File: src/rtl/sibnet_pkg.sv
package sibnet_pkg;

  // Control strobes that travel down the hierarchy
  typedef struct packed {
    logic sel;
    logic cap;
    logic shf;
    logic upd;
  } scan_ctl_t;

  // Strobes seen by a child segment: selected only while the parent is open
  function automatic scan_ctl_t child_ctl(scan_ctl_t parent, logic open);
    scan_ctl_t c;
    c     = parent;
    c.sel = parent.sel & open;
    return c;
  endfunction

endpackage

File: src/rtl/sib_cell.sv
module sib_cell
  import sibnet_pkg::*;
(
  input  logic      clk,
  input  logic      rst_n,
  input  scan_ctl_t ctl,
  input  logic      si,
  output logic      to_seg,
  input  logic      from_seg,
  output logic      so,
  output scan_ctl_t seg_ctl,
  output logic      is_open
);

  logic sh_q;
  logic ub_q;

  always_ff @(posedge clk or negedge rst_n) begin
    if (!rst_n) begin
      sh_q <= 1'b0;
      ub_q <= 1'b0;
    end else if (ctl.sel) begin
      if (ctl.cap)      sh_q <= ub_q;
      else if (ctl.shf) sh_q <= si;
      if (ctl.upd)      ub_q <= sh_q;
    end
  end

  assign to_seg  = sh_q;
  assign so      = ub_q ? from_seg : sh_q;
  assign seg_ctl = child_ctl(ctl, ub_q);
  assign is_open = ub_q;

  AST_CELL_UPDATE_LOAD: assert property (@(posedge clk) disable iff (!rst_n)
    (ctl.sel && ctl.upd) |=> is_open == $past(to_seg));
  AST_CELL_UPDATE_HOLD: assert property (@(posedge clk) disable iff (!rst_n)
    !(ctl.sel && ctl.upd) |=> $stable(is_open));
  AST_CELL_CAPTURE_STATE: assert property (@(posedge clk) disable iff (!rst_n)
    (ctl.sel && ctl.cap) |=> to_seg == $past(is_open));

endmodule

File: src/rtl/instr_reg.sv
module instr_reg
  import sibnet_pkg::*;
#(
  parameter int W           = 8,
  parameter bit HAS_CAPTURE = 1'b1,
  parameter bit HAS_UPDATE  = 1'b1
) (
  input  logic         clk,
  input  logic         rst_n,
  input  scan_ctl_t    ctl,
  input  logic         si,
  output logic         so,
  input  logic [W-1:0] cap_data,
  output logic [W-1:0] par_out
);

  logic [W-1:0] sh_q;
  logic [W-1:0] ur_q;
  logic [W-1:0] cap_val;

  generate
    if (HAS_UPDATE) begin : g_upd
      always_ff @(posedge clk or negedge rst_n) begin
        if (!rst_n)                  ur_q <= '0;
        else if (ctl.sel && ctl.upd) ur_q <= sh_q;
      end
      AST_INSTR_UPDATE_HOLD: assert property (@(posedge clk) disable iff (!rst_n)
        !(ctl.sel && ctl.upd) |=> $stable(par_out));
    end else begin : g_noupd
      assign ur_q = '0;
    end
  endgenerate

  // Without a parallel input, capture reads back the update stage
  assign cap_val = HAS_CAPTURE ? cap_data : ur_q;

  always_ff @(posedge clk or negedge rst_n) begin
    if (!rst_n) begin
      sh_q <= '0;
    end else if (ctl.sel) begin
      if (ctl.cap)      sh_q <= cap_val;
      else if (ctl.shf) sh_q <= {si, sh_q[W-1:1]};
    end
  end

  assign so      = sh_q[0];
  assign par_out = ur_q;

  generate
    if (HAS_CAPTURE) begin : g_capchk
      AST_INSTR_CAPTURE: assert property (@(posedge clk) disable iff (!rst_n)
        (ctl.sel && ctl.cap) |=> sh_q == $past(cap_data));
    end
  endgenerate

endmodule

File: src/rtl/sibnet_top.sv
module sibnet_top
  import sibnet_pkg::*;
#(
  parameter int SENS_W = 8,
  parameter int DBG_W  = 8,
  parameter int CTL_W  = 4
) (
  input  logic              clk,
  input  logic              rst_n,
  input  logic              sel,
  input  logic              cap_en,
  input  logic              shf_en,
  input  logic              upd_en,
  input  logic              scan_in,
  output logic              scan_out,
  input  logic [SENS_W-1:0] sens_val,
  input  logic [DBG_W-1:0]  dbg_in,
  output logic [DBG_W-1:0]  dbg_out,
  output logic [CTL_W-1:0]  ctl_out
);

  scan_ctl_t top_ctl;
  scan_ctl_t c0_seg, c1_seg, c2_seg, c3_seg;
  logic c0_to, c0_ret, c0_so, c0_open;
  logic c1_to, c1_ret, c1_so, c1_open;
  logic c2_to, c2_ret, c2_so, c2_open;
  logic c3_to, c3_ret, c3_so, c3_open;
  logic [SENS_W-1:0] sens_unused;

  assign top_ctl = '{sel: sel, cap: cap_en, shf: shf_en, upd: upd_en};

  // Top level: scan_in -> c0 -> c1 -> scan_out
  sib_cell u_c0 (
    .clk(clk), .rst_n(rst_n), .ctl(top_ctl), .si(scan_in),
    .to_seg(c0_to), .from_seg(c0_ret), .so(c0_so),
    .seg_ctl(c0_seg), .is_open(c0_open)
  );

  instr_reg #(.W(SENS_W), .HAS_CAPTURE(1'b1), .HAS_UPDATE(1'b0)) u_sens (
    .clk(clk), .rst_n(rst_n), .ctl(c0_seg), .si(c0_to), .so(c0_ret),
    .cap_data(sens_val), .par_out(sens_unused)
  );

  sib_cell u_c1 (
    .clk(clk), .rst_n(rst_n), .ctl(top_ctl), .si(c0_so),
    .to_seg(c1_to), .from_seg(c1_ret), .so(c1_so),
    .seg_ctl(c1_seg), .is_open(c1_open)
  );

  // Nested level behind c1: c2 -> c3
  sib_cell u_c2 (
    .clk(clk), .rst_n(rst_n), .ctl(c1_seg), .si(c1_to),
    .to_seg(c2_to), .from_seg(c2_ret), .so(c2_so),
    .seg_ctl(c2_seg), .is_open(c2_open)
  );

  instr_reg #(.W(DBG_W), .HAS_CAPTURE(1'b1), .HAS_UPDATE(1'b1)) u_dbg (
    .clk(clk), .rst_n(rst_n), .ctl(c2_seg), .si(c2_to), .so(c2_ret),
    .cap_data(dbg_in), .par_out(dbg_out)
  );

  sib_cell u_c3 (
    .clk(clk), .rst_n(rst_n), .ctl(c1_seg), .si(c2_so),
    .to_seg(c3_to), .from_seg(c3_ret), .so(c3_so),
    .seg_ctl(c3_seg), .is_open(c3_open)
  );

  instr_reg #(.W(CTL_W), .HAS_CAPTURE(1'b0), .HAS_UPDATE(1'b1)) u_ctl (
    .clk(clk), .rst_n(rst_n), .ctl(c3_seg), .si(c3_to), .so(c3_ret),
    .cap_data({CTL_W{1'b0}}), .par_out(ctl_out)
  );

  assign c1_ret   = c3_so;
  assign scan_out = c1_so;

  logic shift_only;
  assign shift_only = sel && shf_en && !cap_en && !upd_en;

  AST_CLOSED_DELAY: assert property (@(posedge clk) disable iff (!rst_n)
    (shift_only && !c0_open && !c1_open) ##1 shift_only
      |=> scan_out == $past(scan_in, 2));

endmodule

File: config.mk
export PLATFORM = sky130hd
export DESIGN_NAME = sibnet_top
export DESIGN_NICKNAME = d
export VERILOG_FILES = /design/src/rtl/sibnet_pkg.sv /design/src/rtl/sib_cell.sv /design/src/rtl/instr_reg.sv /design/src/rtl/sibnet_top.sv
export SDC_FILE = /design/constraint.sdc
export NUM_CORES = 1
export LEC_CHECK = 0
export ABC_AREA = 1
export ABC_CLOCK_PERIOD_IN_PS = 1200
export BUFFER_PORTS_ARGS = -buffer_cell sky130_fd_sc_hd__buf_2
export CORE_MARGIN = 8
export CORE_UTILIZATION = 47
export CTS_CLUSTER_DIAMETER = 200
export CTS_CLUSTER_SIZE = 24
export DETAILED_ROUTE_END_ITERATION = 10
export PLACE_DENSITY = 0.71
export SLEW_MARGIN = 20
export SYNTH_ARGS = -nofsm -noshare
export SYNTH_HDL_FRONTEND = slang
export SYNTH_HIERARCHICAL = 1
export SYNTH_SLANG_ARGS = --single-unit
export TNS_END_PERCENT = 50
File: constraint.sdc
create_clock -name clk -period 1.2 [get_ports clk]
set_input_delay 0.3 -clock clk [delete_from_list [all_inputs] [get_ports clk]]
set_output_delay 0.3 -clock clk [all_outputs]
set_load 0.05 [all_outputs]
==> key figures <==
GRT
  • Met3 Use GR: 0.03906
  • Initial antenna violation count: 0
  • Largest net degree at the start of global routing: between 40 and 50
  • GR peak layer: met2
  • GRT overflow: 0
  • GRT Total Usage: 0.1292
  • First-pass GRT wire length: about 7700 um
  • Met1 Resource Use GR: 0.1557
  • Vias in the first global route: around 1,800
  • Met2 Usage GRT: 0.2150

Pwr
  • Pwr Total: around 3.3 mW
  • NetSw: about 1.0 mW
  • Lkg Pwr: between 1.5 and 2 nW
  • Internal power: between 2 and 2.5 mW
  • P per Cell Area: about 1200 nW/um^2
  • Switching share of total power: 0.3080
  • Gate power share: 0.227
  • VDD IR-drop max: approximately 670 uV
  • Clock power frac: 0.254
  • Seq pwr share: 0.518

Die
  • Site row count: 24
  • Die ar.: around 7000 sq um
  • Die H: roughly 83 um
  • Die Wd: around 83 um
  • Initial Utilization: 0.4885
  • Core area: between 4000 and 5000 sq um
  • I/O Pins: 36

Worst hold path
  • Hold Crit Class: in -> reg

Cells and area
  • Fin util: 0.6213
  • Post-route cell area: approximately 2700 sq um
  • Fin nets: approximately 380
  • Fillers: between 300 and 400
  • Layout cells sized above 1: 0.2599
  • Area grow syn2layout: 27.18%
  • Final Instance Count excl. Fillers: between 400 and 500
  • N_diodes: 0

Timing
  • Fmax: about 0.7 GHz
  • Min Hold Slack: around 300 ps
  • Setup ws final: -215.0 ps
  • RSZ-0062 raised after global routing: yes
  • Final worst path period need: roughly 1400 ps
  • Slew headroom: 0.7834
  • Endpoints failing hold: 0
  • Actual slew at the worst max-slew pin: approximately 320 ps
  • Final worst-path cycle share: 1.179
  • Final Skew: 5.491 ps
  • Final setup vio count: 1
  • Max Slew Vio Count: 0

Logic synthesis
  • Mean post-synth cell area: 6.997 sq um
  • Syn Nets: 327
  • Ys Warns: 6
  • Cells after Synth: 304
  • Cell Area, Synth: around 2100 sq um

Job
  • Max Cap Violations: 0

Clocking
  • Clk_lat worst skew: between 200 and 300 ps
  • Deepest clock path buffer count: 2
  • Number of H-tree levels: 2
  • CTS Sinks: 40
  • Worst-path clk slew: roughly 70 ps
  • CTS tree: done
  • Total CTS buffers: 5
  • Root Buffer Master: clkbuf_8

Critical path
  • Startpoint types: flip-flop
  • Setup CP Type: reg -> out
  • WP data required: 900 ps
  • Crit Path Max Fanout: 2
  • CP endpoint kind: output port
  • CP arrival: around 1100 ps

Status
  • Failing checks: negative setup slack
  • Outcome: finished with violations

Detailed routing
  • DRC viols: 0
  • ANT nets after route: 0
  • Routed vias/inst: about 4.7
  • Via count: 1,907
  • Drt total wl: roughly 4500 um
  • DRT iter0 DRCs: ~100
  • DRT Pass-1 Iters: 4
  • WL per Instance: 11.18 um

Placed design
  • Hpwl dp: between 3000 and 4000 um
  • Area post-placement: approximately 2400 sq um
  • Port Buffers: 35
  • Routability cong.: between 0.8 and 0.9
  • # placed instances: about 400
-- layout by cell type (no fill, tap or decap), drive strengths merged --
master         n
dfrtp         40
inv           22
clkinv         1
clkbuf         7
nand2        186
dlygate4sd3    1
o21ai         15
nand3         12
nor2          14
buf           56
-- state kept, by name, summed over array words and instances, names as in the netlist --
signal	cells
u_c0/is_open	1
u_c0/to_seg	1
u_c1/is_open	1
u_c1/to_seg	1
u_c2/is_open	1
u_c2/to_seg	1
u_c3/is_open	1
u_c3/to_seg	1
u_ctl/par_out	4
u_ctl/sh_q	4
u_dbg/par_out	8
u_dbg/sh_q	8
u_sens/sh_q	8
-- what timing repair did --
| action | 4_1_cts | 5_1_grt |
|---|---|---|
| gates resized for setup | 22 | 32 |
| endpoints found under the setup margin | 33 | 30 |
| hold endpoints to repair | 40 | 0 |
| hold buffers | 1 | 0 |
| gates cloned | 0 | 0 |
| setup buffers | 0 | 2 |
| pin swaps | 2 | 15 |
-- final timing paths --
| check | start | slack (ps) | end | cells after the start |
|---|---|---|---|---|
| min in group asynchronous | rst_n | 500 | u_ctl/sh_q[0] | 3 |
| min reg2reg | u_dbg/par_out[6] | 470 | u_dbg/par_out[6] | 2 |
| max reg2reg | u_c1/is_open | 0 | u_dbg/par_out[5] | 8 |
| max in group asynchronous | rst_n | 490 | u_dbg/sh_q[1] | 3 |
| max | u_c3/to_seg | -220 | scan_out | 5 |
| min | scan_in | 300 | u_c0/to_seg | 5 |
-- per-layer routing --
layer	up-vias	wire length (um)
li1	1007	-
met3	6	236
met2	46	2123
met1	848	2130
met4	0	50
met5	-	0
-- per-stage QoR --
stage	setup slack, ps	TNS, ps
6_report	-215.0	-215.0
2_1_floorplan	14.11	0
4_1_cts	-235.8	-235.8
5_1_grt	-293.9	-1312
3_3_place_gp	-19.63	-19.63
3_5_place_dp	-26.19	-63.11
-- cell type report --
class	instances	area (sq um)	area share
clock inverter	1	5.005	0.001850
tap	52	65.06	0.02405
sequential	40	1001	0.3700
inverter	22	95.09	0.03515
multi-input combinational	227	1008	0.3728
clock buffer	6	72.57	0.02683
timing repair buffer	58	457.9	0.1693
-- worst max-delay path, stage by stage, from the launching register on --
cell,delay [ps]
dfrtp_1,360
inv_2,50
o21ai_2,120
nand2_1,70
o21ai_2,60
buf_6,170
-- power by group through the flow --
stage,clock network (mW),logic [mW],registers (mW)
floorplan,0,0.473,1.69
global placement,0,0.661,1.72
detailed placement,0,0.684,1.72
CTS,0.871,0.703,1.70
global route,0.915,0.853,1.74
finish,0.839,0.748,1.71
Note: power is estimated with default switching activity, not from simulation.
